## config.mk

```make
export PLATFORM = sky130hd
export DESIGN_NAME = dbg_emu_tracker
export DESIGN_NICKNAME = d
export VERILOG_FILES = /design/src/rtl/dbg_emu_pkg.sv /design/src/rtl/dbg_emu_arb.sv /design/src/rtl/dbg_emu_state.sv /design/src/rtl/dbg_pst_gen.sv /design/src/rtl/dbg_emu_tracker.sv
export SDC_FILE = /design/constraint.sdc
export NUM_CORES = 1
export LEC_CHECK = 0
export BUFFER_PORTS_ARGS = -buffer_cell sky130_fd_sc_hd__buf_2
export CORE_AREA = 5 5 54 56
export DETAILED_ROUTE_END_ITERATION = 6
export DIE_AREA = 0 0 59 61
export GPL_TIMING_DRIVEN = 0
export PLACE_DENSITY_LB_ADDON = 0.05
export SKIP_CTS_REPAIR_TIMING = 1
export SYNTH_ARGS = -nofsm -noshare
export SYNTH_HDL_FRONTEND = slang
export SYNTH_SLANG_ARGS = --single-unit
export TNS_END_PERCENT = 100
```

## constraint.sdc

```tcl
create_clock -name clk -period 2.35 [get_ports clk]
set_clock_uncertainty 0.2 [all_clocks]
set_input_delay 0 -clock clk [delete_from_list [all_inputs] [get_ports clk]]
set_output_delay 0 -clock clk [all_outputs]
set_load 0.05 [all_outputs]
```

## src/rtl/dbg_emu_pkg.sv

```systemverilog
package dbg_emu_pkg;

    localparam int PST_W = 4;

    typedef logic [PST_W-1:0] pst_t;

    localparam pst_t PST_IDLE = 4'h0;
    localparam pst_t PST_DBG  = 4'hD;

    // Outcome of one cycle of request arbitration
    typedef struct packed {
        logic dbg;    // take the debug interrupt
        logic exc;    // take a normal interrupt / exception
        logic defer;  // another exception waits behind the debug entry
    } take_s;

    function automatic logic any_level(input logic [7:0] lvl);
        return |lvl;
    endfunction

endpackage

```

## src/rtl/dbg_emu_arb.sv

```systemverilog
module dbg_emu_arb
    import dbg_emu_pkg::*;
#(
    parameter int IPL_W = 3
) (
    input  logic             insn_bnd,
    input  logic             bkpt_trig,
    input  logic [IPL_W-1:0] ipl_req,
    input  logic             exc_req,
    input  logic             pend,
    output take_s            take
);
    logic [7:0] lvl_ext;
    logic       other;

    always_comb begin
        lvl_ext = '0;
        lvl_ext[IPL_W-1:0] = ipl_req;
        other = exc_req | any_level(lvl_ext);
        // a deferred exception owns the cycle after a debug entry
        take.dbg   = insn_bnd & bkpt_trig & ~pend;
        take.exc   = pend | (insn_bnd & ~bkpt_trig & other);
        take.defer = take.dbg & other;
    end

endmodule

```

## src/rtl/dbg_emu_state.sv

```systemverilog
module dbg_emu_state
    import dbg_emu_pkg::*;
#(
    parameter int WORD_W = 32,
    parameter int FS_BIT = 17
) (
    input  logic              clk,
    input  logic              rst,
    input  take_s             take,
    input  logic              rte_strobe,
    input  logic [WORD_W-1:0] stk_word,
    output logic              emu_q,
    output logic              saved_q,
    output logic              pend_q,
    output logic              enter,
    output logic              dbg_pulse_q,
    output logic              exc_pulse_q
);
    logic rte_ok;

    always_comb begin
        rte_ok = rte_strobe & ~take.dbg & ~take.exc;
        enter  = take.dbg | (rte_ok & stk_word[FS_BIT]);
    end

    always_ff @(posedge clk) begin
        if (rst) begin
            emu_q       <= 1'b0;
            saved_q     <= 1'b0;
            pend_q      <= 1'b0;
            dbg_pulse_q <= 1'b0;
            exc_pulse_q <= 1'b0;
        end else begin
            dbg_pulse_q <= enter;
            exc_pulse_q <= take.exc;
            if (take.dbg) begin
                saved_q <= emu_q;
                emu_q   <= 1'b1;
                pend_q  <= take.defer;
            end else if (take.exc) begin
                saved_q <= emu_q;
                emu_q   <= 1'b0;
                pend_q  <= 1'b0;
            end else if (rte_ok) begin
                emu_q   <= stk_word[FS_BIT];
            end
        end
    end

endmodule

```

## src/rtl/dbg_pst_gen.sv

```systemverilog
module dbg_pst_gen
    import dbg_emu_pkg::*;
#(
    parameter int PST_HOLD = 3
) (
    input  logic clk,
    input  logic rst,
    input  logic enter,
    output pst_t pst
);
    localparam int CNT_W = $clog2(PST_HOLD + 1);
    localparam logic [CNT_W-1:0] HOLD_V = CNT_W'(PST_HOLD);

    logic [CNT_W-1:0] cnt_q;

    always_ff @(posedge clk) begin
        if (rst) begin
            cnt_q <= '0;
        end else if (enter) begin
            cnt_q <= HOLD_V;
        end else if (cnt_q != '0) begin
            cnt_q <= cnt_q - 1'b1;
        end
    end

    assign pst = (cnt_q != '0) ? PST_DBG : PST_IDLE;

endmodule

```

## src/rtl/dbg_emu_tracker.sv

```systemverilog
module dbg_emu_tracker
    import dbg_emu_pkg::*;
#(
    parameter int IPL_W    = 3,
    parameter int WORD_W   = 32,
    parameter int FS_BIT   = 17,
    parameter int PST_HOLD = 3
) (
    input  logic              clk,
    input  logic              rst,
    input  logic              bkpt_trig,
    input  logic [IPL_W-1:0]  ipl_req,
    input  logic              insn_bnd,
    input  logic              exc_req,
    input  logic              rte_strobe,
    input  logic [WORD_W-1:0] stk_word,
    input  logic [WORD_W-1:0] frame_in,
    output logic              emu_mode,
    output logic              alt_space,
    output logic [3:0]        pst,
    output logic              dbg_taken,
    output logic              exc_take,
    output logic              frame_fs1,
    output logic [WORD_W-1:0] frame_out
);
    take_s take;
    logic  emu_q, saved_q, pend_q, enter;
    pst_t  pst_code;

    dbg_emu_arb #(.IPL_W(IPL_W)) u_arb (
        .insn_bnd  (insn_bnd),
        .bkpt_trig (bkpt_trig),
        .ipl_req   (ipl_req),
        .exc_req   (exc_req),
        .pend      (pend_q),
        .take      (take)
    );

    dbg_emu_state #(.WORD_W(WORD_W), .FS_BIT(FS_BIT)) u_state (
        .clk         (clk),
        .rst         (rst),
        .take        (take),
        .rte_strobe  (rte_strobe),
        .stk_word    (stk_word),
        .emu_q       (emu_q),
        .saved_q     (saved_q),
        .pend_q      (pend_q),
        .enter       (enter),
        .dbg_pulse_q (dbg_taken),
        .exc_pulse_q (exc_take)
    );

    dbg_pst_gen #(.PST_HOLD(PST_HOLD)) u_pst (
        .clk   (clk),
        .rst   (rst),
        .enter (enter),
        .pst   (pst_code)
    );

    assign emu_mode  = emu_q;
    assign alt_space = emu_q;
    assign pst       = pst_code;
    assign frame_fs1 = saved_q;

    for (genvar gi = 0; gi < WORD_W; gi++) begin : g_frame
        if (gi == FS_BIT) begin : g_fs
            assign frame_out[gi] = saved_q;
        end else begin : g_pass
            assign frame_out[gi] = frame_in[gi];
        end
    end

endmodule

```

==> Yosys cells after proc, flatten, opt, wreduce, memory -nomap -nowiden <==
Cells that the tools add are included.
{ "totals": {"regBits": 7, "input_bits": 73, "out_inout_bits": 41, "wordCells": 37} }
{ "op_classes": {"addsub": 1, "mux": 10, "bitwise_logic": 15, "n_reduce_logical": 5} }
{ "ops": {"columns": ["operator", "count"], "rows": [
  ["AND 1 bit", 8],
  ["two-way mux 1 bit", 7],
  ["nonzero test 2 bit", 3],
  ["two-way mux 2 bit", 2],
  ["two-way mux 4 bit", 1],
  ["NOT 1 bit", 4],
  ["bitwise OR 1 bit", 3],
  ["nonzero test 3 bit", 1],
  ["OR reduction 3 bit", 1],
  ["subtractor 2 x 1 -> 2 bit (second input constant)", 1]
]} }

==> Longest topological paths before layout <==
Gate-level depths: netlist (run 1).
{ "depth": {"depth_word": 9, "mapped_depth": 5, "ltp_nobuf": 5} }

==> By module <==
A second synthesis (run 1) with hierarchy kept.
{ "hier_totals": {"hier_cells": 73, "hier_area_um2": 606.8} }
{ "by_module_without_submodules": {"columns": ["mod", "instances", "cells_per_inst", "area_per_inst_um2", "seq_area_each_um2"], "rows": [
  ["dbg_emu_tracker", 1, 33, 247.7, 0.0],
  ["dbg_emu_state", 1, 19, 185.2, 100.1],
  ["dbg_pst_gen", 1, 15, 126.4, 40.0],
  ["dbg_emu_arb", 1, 6, 47.5, 0.0]
]} }

==> Least setup slack after synthesis (run 1) <==
Ideal clock, no wire load.
{ "synth_timing": {"kind": "register to output", "startpoint": "register u_pst.cnt_q[0]", "endpoint": "output pst[2]", "t_arrival_ns": 1.223, "required_time_ns": 2.150, "setup_slack_ns": 0.927, "stages_incl_launch_ff": 5, "path_cell_list": "dfxtp_1 > inv_1 > ha_1 > inv_1 > buf_4"} }
{ "synth_between": {"elab_chain_len": 2} }
{ "synth_rtl": {"columns": ["item", "line", "rtl"], "rows": [
  ["from (decl)", "dbg_pst_gen.sv:14", "logic [CNT_W-1:0] cnt_q;"],
  ["from (signal assigned)", "dbg_pst_gen.sv:22", "cnt_q <= cnt_q - 1'b1;"],
  ["nonzero test 2 bit", "dbg_pst_gen.sv:26", "assign pst = (cnt_q != '0) ? PST_DBG : PST_IDLE;"],
  ["two-way mux 4 bit", "dbg_pst_gen.sv:26", null],
  ["to (decl)", "dbg_emu_tracker.sv:20", "output logic [3:0] pst,"]
]} }
Every way passes these cells.

==> Worst setup path in the final report (run 1) <==
{ "layout_timing": {"startpoint": "input ipl_req[2]", "endpoint": "register u_state.pend_q"} }
{ "layout_between": {"elab_chain_len": 5, "word_cells_on_any_way": 7} }
{ "layout_rtl": {"columns": ["item", "line", "rtl"], "rows": [
  ["from (decl)", "dbg_emu_tracker.sv:12", "input logic [IPL_W-1:0] ipl_req,"],
  ["OR reduction 3 bit (*)", "dbg_emu_pkg.sv:18", "return |lvl;"],
  ["bitwise OR 1 bit (*)", "dbg_emu_arb.sv:19", "other = exc_req | any_level(lvl_ext);"],
  ["AND 1 bit", "dbg_emu_arb.sv:22", "take.exc = pend | (insn_bnd & ~bkpt_trig & other);"],
  ["bitwise OR 1 bit", "dbg_emu_arb.sv:22", null],
  ["nonzero test 2 bit (no source line)", null, null],
  ["to (signal assigned)", "dbg_emu_state.sv:39", "pend_q <= take.defer;"],
  ["to (decl)", "dbg_emu_state.sv:14", "output logic pend_q,"]
]} }
Every way passes the cells marked *; elsewhere a longest branch is shown, timed or not.
A chain may end at the register's enable or synchronous reset.

==> results of run 1 <==
worst max-delay path, stage by stage:
cell and delay, ns:
dlygate4sd3_1 0.53, buf_2 0.13, nor4_4 0.19, dlygate4sd3_1 0.66, nor2_1 0.06, dlygate4sd3_1 0.55
metal layers:
layer | global-route usage [%] | vias to the layer above | wire (um)
li1 | - | 319 | -
met1 | 7.46 | 262 | 444
met2 | 11.7 | 43 | 805
met3 | 3.40 | 4 | 242
met4 | 3.88 | 0 | 20
met5 | 0 | - | 0
power by group through the flow:
stage	Sequential, mW	Clock, mW	Combinational (mW)
after floorplan	0.171	0	0.394
after global placement	0.156	0	0.489
after detailed placement	0.157	0	0.495
after CTS	0.154	0.116	0.496
after global routing	0.156	0.120	0.545
final	0.154	0.110	0.512
metrics by stage:
step | power, mW | instance area [um2] | cells | util, % | worst slack, ns
finish | 0.775 | 1020 | 164 | 42.6 | 0.165
detailed placement | 0.652 | 890 | 150 | 37.3 | 1.09
global placement | 0.645 | 890 | 150 | 37.3 | 1.11
floorplan | 0.564 | 607 | 71 | - | 0.927
CTS | 0.766 | 917 | 154 | 38.4 | 0.799
global route | 0.821 | 1020 | 164 | 42.6 | 0.0779
cell type report:
cell class	count	area [um2]	share of cell area, %
Buffer	36	270	26.6
Timing Repair Buffer	59	345	33.9
Sequential cell	7	140	13.8
Inverter	3	11.3	1.11
Clock inverter	1	5.00	0.492
Multi-Input combinational cell	25	185	18.2
Clock buffer	3	22.5	2.21
Tap cell	30	37.5	3.69
how the worst max path moves through the flow:
stage / to / slack (ns) / depth (start not counted)
finish: u_state.pend_q$_SDFFE_PP0P_ / 0.17 / 6
global route: u_state.pend_q$_SDFFE_PP0P_ / 0.08 / 6
CTS: pst[2] / 0.80 / 5
detailed placement: pst[2] / 1.09 / 5
global placement: pst[3] / 1.11 / 5
floorplan: pst[2] / 0.93 / 4
cell usage after synthesis:
cell type	n
inv_1	3
a21boi_1	1
mux2i_1	1
a21oi_1	2
nand2b_1	3
o2111ai_2	1
mux2_2	1
xor2_1	1
o21ai_2	1
o21ba_2	1
nand2_1	2
nand3_1	1
buf_4	36
o211ai_1	2
conb_1	1
nor4_4	1
ha_1	1
nor2_1	4
dfxtp_1	7
o21ai_0	1
sequential cells by signal, indices dropped and copies added, names as in the netlist:
| name | flops |
|---|---|
| u_pst.cnt_q | 2 |
| u_state.dbg_pulse_q | 1 |
| u_state.emu_q | 1 |
| u_state.exc_pulse_q | 1 |
| u_state.pend_q | 1 |
| u_state.saved_q | 1 |
cells by family (layout without fill, tap and decap cells):
| logic type | Yosys count | after routing |
|---|---|---|
| AOI/OAI and AO/OA | 9 | 9 |
| xor gates and xnor gates | 1 | 1 |
| adders and majority gates | 1 | 1 |
| buffers and inverters | 39 | 102 |
| DFF | 7 | 7 |
| muxes | 2 | 2 |
| other | 1 | 1 |
| and+or+nand+nor | 11 | 11 |
cell usage in the layout, fill, tap and decap left out:
cell type	instances
xor2_1	1
nand3_1	1
o21ba_2	1
inv_1	3
conb_1	1
ha_1	1
a21oi_1	2
nor2_1	4
nor4_4	1
dfxtp_1	7
buf_4	36
a21boi_1	1
mux2i_1	1
o2111ai_2	1
mux2_2	1
o21ai_0	1
o211ai_1	2
clkbuf_4	3
dlygate4sd3_1	10
nand2_1	2
clkinv_2	1
buf_2	49
o21ai_2	1
nand2b_1	3
==> metrics.txt, run 1 <==
I/O pin cnt=between 100 and 150; FF-to-FF setup slack=between 0.5 and 0.6 ns; Final Setup Violations=0; Congestion Overflow GR=0; VDD IR max=just under 0.0007 V; Starting Density=about a quarter; CTS H-tree lvls=1; Post-Synthesis Cells=between 70 and 80; Via Count=628; routed len/inst=9.23 um; Die Width=just under 60 um; Rows=18; final wirelength=roughly 1500 um; final period utilization=between 90% and 100%; R2R Path Start=u_pst.cnt_q[0]$_SDFFE_PP0P_; clock power share=14.2%; Flop pwr share=between 10% and 20%; Sw Share=about half; CORE AREA=between 2000 and 2500 um2; Data arrival, critical path=2.13 ns; Hold Violations, Final=1; Total Routing Usage GR=roughly 7.1%; Clock Pin Slew Worst Setup and Hold Paths=roughly 0.060 ns; Root Driver=clkbuf_4; Sink Count=7; Hold Path End=u_state.emu_q$_SDFFE_PP0P_; First-pass DRT Iterations=3; endpoint class of the critical path=flip-flop; Max Fclk=between 400 and 500 MHz; post-layout minimum cycle time=about 2.2 ns; Post-route DRC=0; power per cell area=about 760 nW/um2; Post-Syn Area=between 600 and 700 um2; CP Launch Type=input pin; RSZ-0062 raised after global routing=false; Seq cells post-synth=7; nets=about 210; Internal=between 0.3 and 0.4 mW; synthesized net count=around 150; area leader, netlist=buf_4; Area Growth Syn to Fin=67.6%; post-route ant nets=0; number of CTS-inserted buffers=3; crit path launch=ipl_req[2]; mux cell area share after synthesis=under 10%; failing checks=hold timing; IO buf count=around 50; Synth Area in Compound Gates=roughly an eighth; Yosys warnings=0; sw power=a little under 0.4 mW; share of cells above drive strength 1=70.1%; worst skew pair latency=0.25 ns; Critical Path RT=between 2 and 2.5 ns; post-route setup TNS=0 ns; diode count=0; fill count=approximately 270; Post-Synth Simple-Gate Area=between 10% and 20%; Netlist cell types=20; GPL Wtd Cong=between 0.6 and 0.7; CTS tree=built; Hold Path Cell Cnt=4; Slew Limit Fails=0; Via density=between 3 and 4; XOR/XNOR Fraction of Synth Area=under 10%; status=finished, violations left; top post-synthesis cells by area=buf_4, dfxtp_1, nor4_4; 1st-iter DRT viols=2; vias in the first global route=497; largest family of logic cells by synthesized area=buffers and inverters; register area share after synthesis=a little under a quarter; HP Class=input pin to flip-flop; die footprint=around 3600 um2; CTS max path bufs=2; RR Endpoint=u_pst.cnt_q[1]$_SDFFE_PP0P_; chip height=a little over 60 um; Hold Worst Slack=-0.0324 ns; Crit Path Category=input pin to flip-flop; Max-cap violations=0; Synth Area per Inst=8.55 um2; Post-Synth Adder-Cell Area=2.06%; Leak=0.574 nW; first-pass GRT wire length=approximately 1900 um; largest net degree at the start of global routing=7; worst r2r path cells=6; initial antenna violation count=0; area share of the largest cell type after synthesis=about 45%; Comb pwr share=between 60% and 70%; hold path startpoint=exc_req; peak fanout along the critical path=3
Note: power is estimated with default switching activity, not from simulation.
==> inputs of run 2 (changes only) <==
--- a/config.mk
+++ b/config.mk
@@ -6,12 +6,16 @@
 export NUM_CORES = 1
 export LEC_CHECK = 0
 export BUFFER_PORTS_ARGS = -buffer_cell sky130_fd_sc_hd__buf_2
-export CORE_AREA = 5 5 54 56
+export CELL_PAD_IN_SITES_DETAIL_PLACEMENT = 1
+export CELL_PAD_IN_SITES_GLOBAL_PLACEMENT = 1
+export CORE_AREA = 5 5 68 70
+export CTS_BUF_LIST = sky130_fd_sc_hd__clkbuf_8
 export DETAILED_ROUTE_END_ITERATION = 6
-export DIE_AREA = 0 0 59 61
+export DIE_AREA = 0 0 73 75
 export GPL_TIMING_DRIVEN = 0
 export PLACE_DENSITY_LB_ADDON = 0.05
 export SKIP_CTS_REPAIR_TIMING = 1
+export SLEW_MARGIN = 20
 export SYNTH_ARGS = -nofsm -noshare
 export SYNTH_HDL_FRONTEND = slang
 export SYNTH_SLANG_ARGS = --single-unit
==> run 2 against run 1 <==
  * The run still ends with hold timing left
  * Clock power rose by 50%
  * Final cell count rose by 13%
  * Register-to-register slack better by 0.04 ns
  * Global-route usage down 1.0 points
  * First-iteration DRC count is the same
  * Die area rose by 52%
  * Sequential share of layout area decreased by 0.68 points
  * Core utilization shrank 15 points
  * Setup slack got worse by 0.059 ns
  * Critical endpoint unchanged
==> metrics.txt, run 2 (synthesized netlist as in run 1, its figures left out) <==
Final Setup Violations=0 (unchanged); HP Class=input pin to flip-flop (unchanged); Hold Worst Slack=-0.0192 ns (was -0.0324 ns); number of CTS-inserted buffers=3 (unchanged); FF-to-FF setup slack=0.61 ns (was 0.57 ns); hpwl dp=between 1500 and 2000 um; met2 WL=948 um (was 805 um); CTS max path bufs=2 (unchanged); Total Routing Usage GR=6.08% (was 7.08%); first-pass GRT wire length=2580 um (was 1920 um); R2R Path Start=u_pst.cnt_q[0]$_SDFFE_PP0P_ (unchanged); fill count=515 (was 268); Crit Path Category=input pin to flip-flop (unchanged); Clock Pin Slew Worst Setup and Hold Paths=0.04 ns (was 0.06 ns); diode count=0 (unchanged); Hold Path Cell Cnt=4 (unchanged); initial antenna violation count=0 (unchanged); Leak=0.590 nW (was 0.574 nW); worst r2r path cells=5 (was 6); CTS H-tree lvls=1 (unchanged); most frequent cells in the layout=buf_2, buf_4, dlygate4sd3_1 (unchanged); CP Launch Type=input pin (unchanged); power per cell area=782 nW/um2 (was 762 nW/um2); final period utilization=95.5% (was 93.0%); post-layout minimum cycle time=2.24 ns (was 2.18 ns); Reg with most FFs=u_pst.cnt_q (unchanged); I/O pin cnt=114 (unchanged); Max-cap violations=0 (unchanged); max FFs per register=2 (unchanged); Starting Density=15.5% (was 25.4%); failing checks=hold timing (unchanged); chip height=75 um (was 61 um); Area Growth Syn to Fin=76.3% (was 67.6%); CORE AREA=3910 um2 (was 2390 um2); RR Endpoint=u_pst.cnt_q[0]$_SDFFE_PP0P_ (was u_pst.cnt_q[1]$_SDFFE_PP0P_); metal3 WL=287 um (was 242 um); Max Fclk=446 MHz (was 458 MHz); cell area after layout=1070 um2 (was 1020 um2); Post-route DRC=0 (unchanged); most common cell after layout, fill and taps aside=buf_2 (unchanged); endpoint class of the critical path=flip-flop (unchanged); routed len/inst=10.2 um (was 9.23 um); vias in the first global route=647 (was 497); VDD IR max=0.000177 V (was 0.000692 V); Post-Route Utilization=27.3% (was 42.6%); share of cells above drive strength 1=68.9% (was 70.1%); Rows=23 (was 18); Die Width=73 um (was 59 um); CTS tree=built (unchanged); First-pass DRT Iterations=4 (was 3); Worst Setup EP=u_state.pend_q$_SDFFE_PP0P_ (unchanged); 1st-iter DRT viols=2 (unchanged); top routing layer used=met3 (was met4); GPL Wtd Cong=0.708 (was 0.695); IO buf count=49 (unchanged); Placed Area=915 um2 (was 890 um2); status=finished, violations left (unchanged); nets=210 (was 209); Critical Path RT=2.26 ns (was 2.29 ns); Sink Count=7 (unchanged); final wirelength=1880 um (was 1510 um); peak fanout along the critical path=5 (was 3); met1 wire length=645 um (was 444 um); Via Count=654 (was 628); largest net degree at the start of global routing=7 (unchanged); die footprint=5480 um2 (was 3600 um2); Congestion Overflow GR=0 (unchanged); Via density=3.54 (was 3.83); Root Driver=clkbuf_8 (was clkbuf_4); crit path launch=ipl_req[2] (unchanged); Hold Violations, Final=2 (was 1); post-route ant nets=0 (unchanged); Data arrival, critical path=2.15 ns (was 2.13 ns); Slew Limit Fails=0 (unchanged); worst skew pair latency=0.23 ns (was 0.25 ns)
==> run 2: changes by cell type in the layout (fill, tap and decap cells not counted), sizes merged <==
cell,delta
inv,+1
clkinv,-1
dlygate4sd3,+1
==> run 2: per-layer routing <==
| layer | vias to the layer above | global-route usage (%) |
|---|---|---|
| met4 | 0 | 4.30 |
| met1 | 282 | 6.16 |
| met3 | 0 | 2.27 |
| li1 | 320 | - |
| met2 | 52 | 10.3 |
| met5 | - | 0 |
==> run 2: cell type report <==
type	instances	area, um2	area share [%]
plain buffers	36	270	25.3
clock buffers	3	41.3	3.86
clock inverters	1	3.75	0.351
inverters	3	11.3	1.05
multi-input cells	25	185	17.3
flip-flops and latches	7	140	13.1
well taps	50	62.6	5.85
repair buffers	60	355	33.2
==> run 2: how the worst min path moves through the flow <==
stage,start,slack [ns],endpoint
6_report,exc_req,-0.02,u_state.exc_pulse_q$_SDFF_PP0_
3_5_place_dp,bkpt_trig,0.08,u_state.emu_q$_SDFFE_PP0P_
2_1_floorplan,rst,-0.07,u_pst.cnt_q[1]$_SDFFE_PP0P_
5_1_grt,exc_req,0.01,u_state.exc_pulse_q$_SDFF_PP0_
4_1_cts,bkpt_trig,-0.16,u_state.emu_q$_SDFFE_PP0P_
3_3_place_gp,ipl_req[2],0.08,u_state.pend_q$_SDFFE_PP0P_
==> run 2: critical path, cell delays in order <==
cell and delay, ns:
dlygate4sd3_1 0.53, buf_2 0.13, nor4_4 0.28, dlygate4sd3_1 0.62
nor2_1 0.04, dlygate4sd3_1 0.56
==> run 2: stage by stage <==
step	setup TNS, ns	power (mW)	cells	worst slack [ns]
2_1_floorplan	0	0.564	71	0.927
4_1_cts	0	0.832	174	0.823
3_3_place_gp	0	0.652	170	1.10
6_report	0	0.837	185	0.106
3_5_place_dp	0	0.659	170	1.07
5_1_grt	-0.0175	0.896	185	-0.0175
==> run 2: report_power, final <==
group          internal [mW]  switching (mW)  total, mW
clock                  0.113          0.0517      0.165
combinational          0.177           0.341      0.517
sequential             0.143          0.0123      0.155
total                  0.432           0.405      0.837
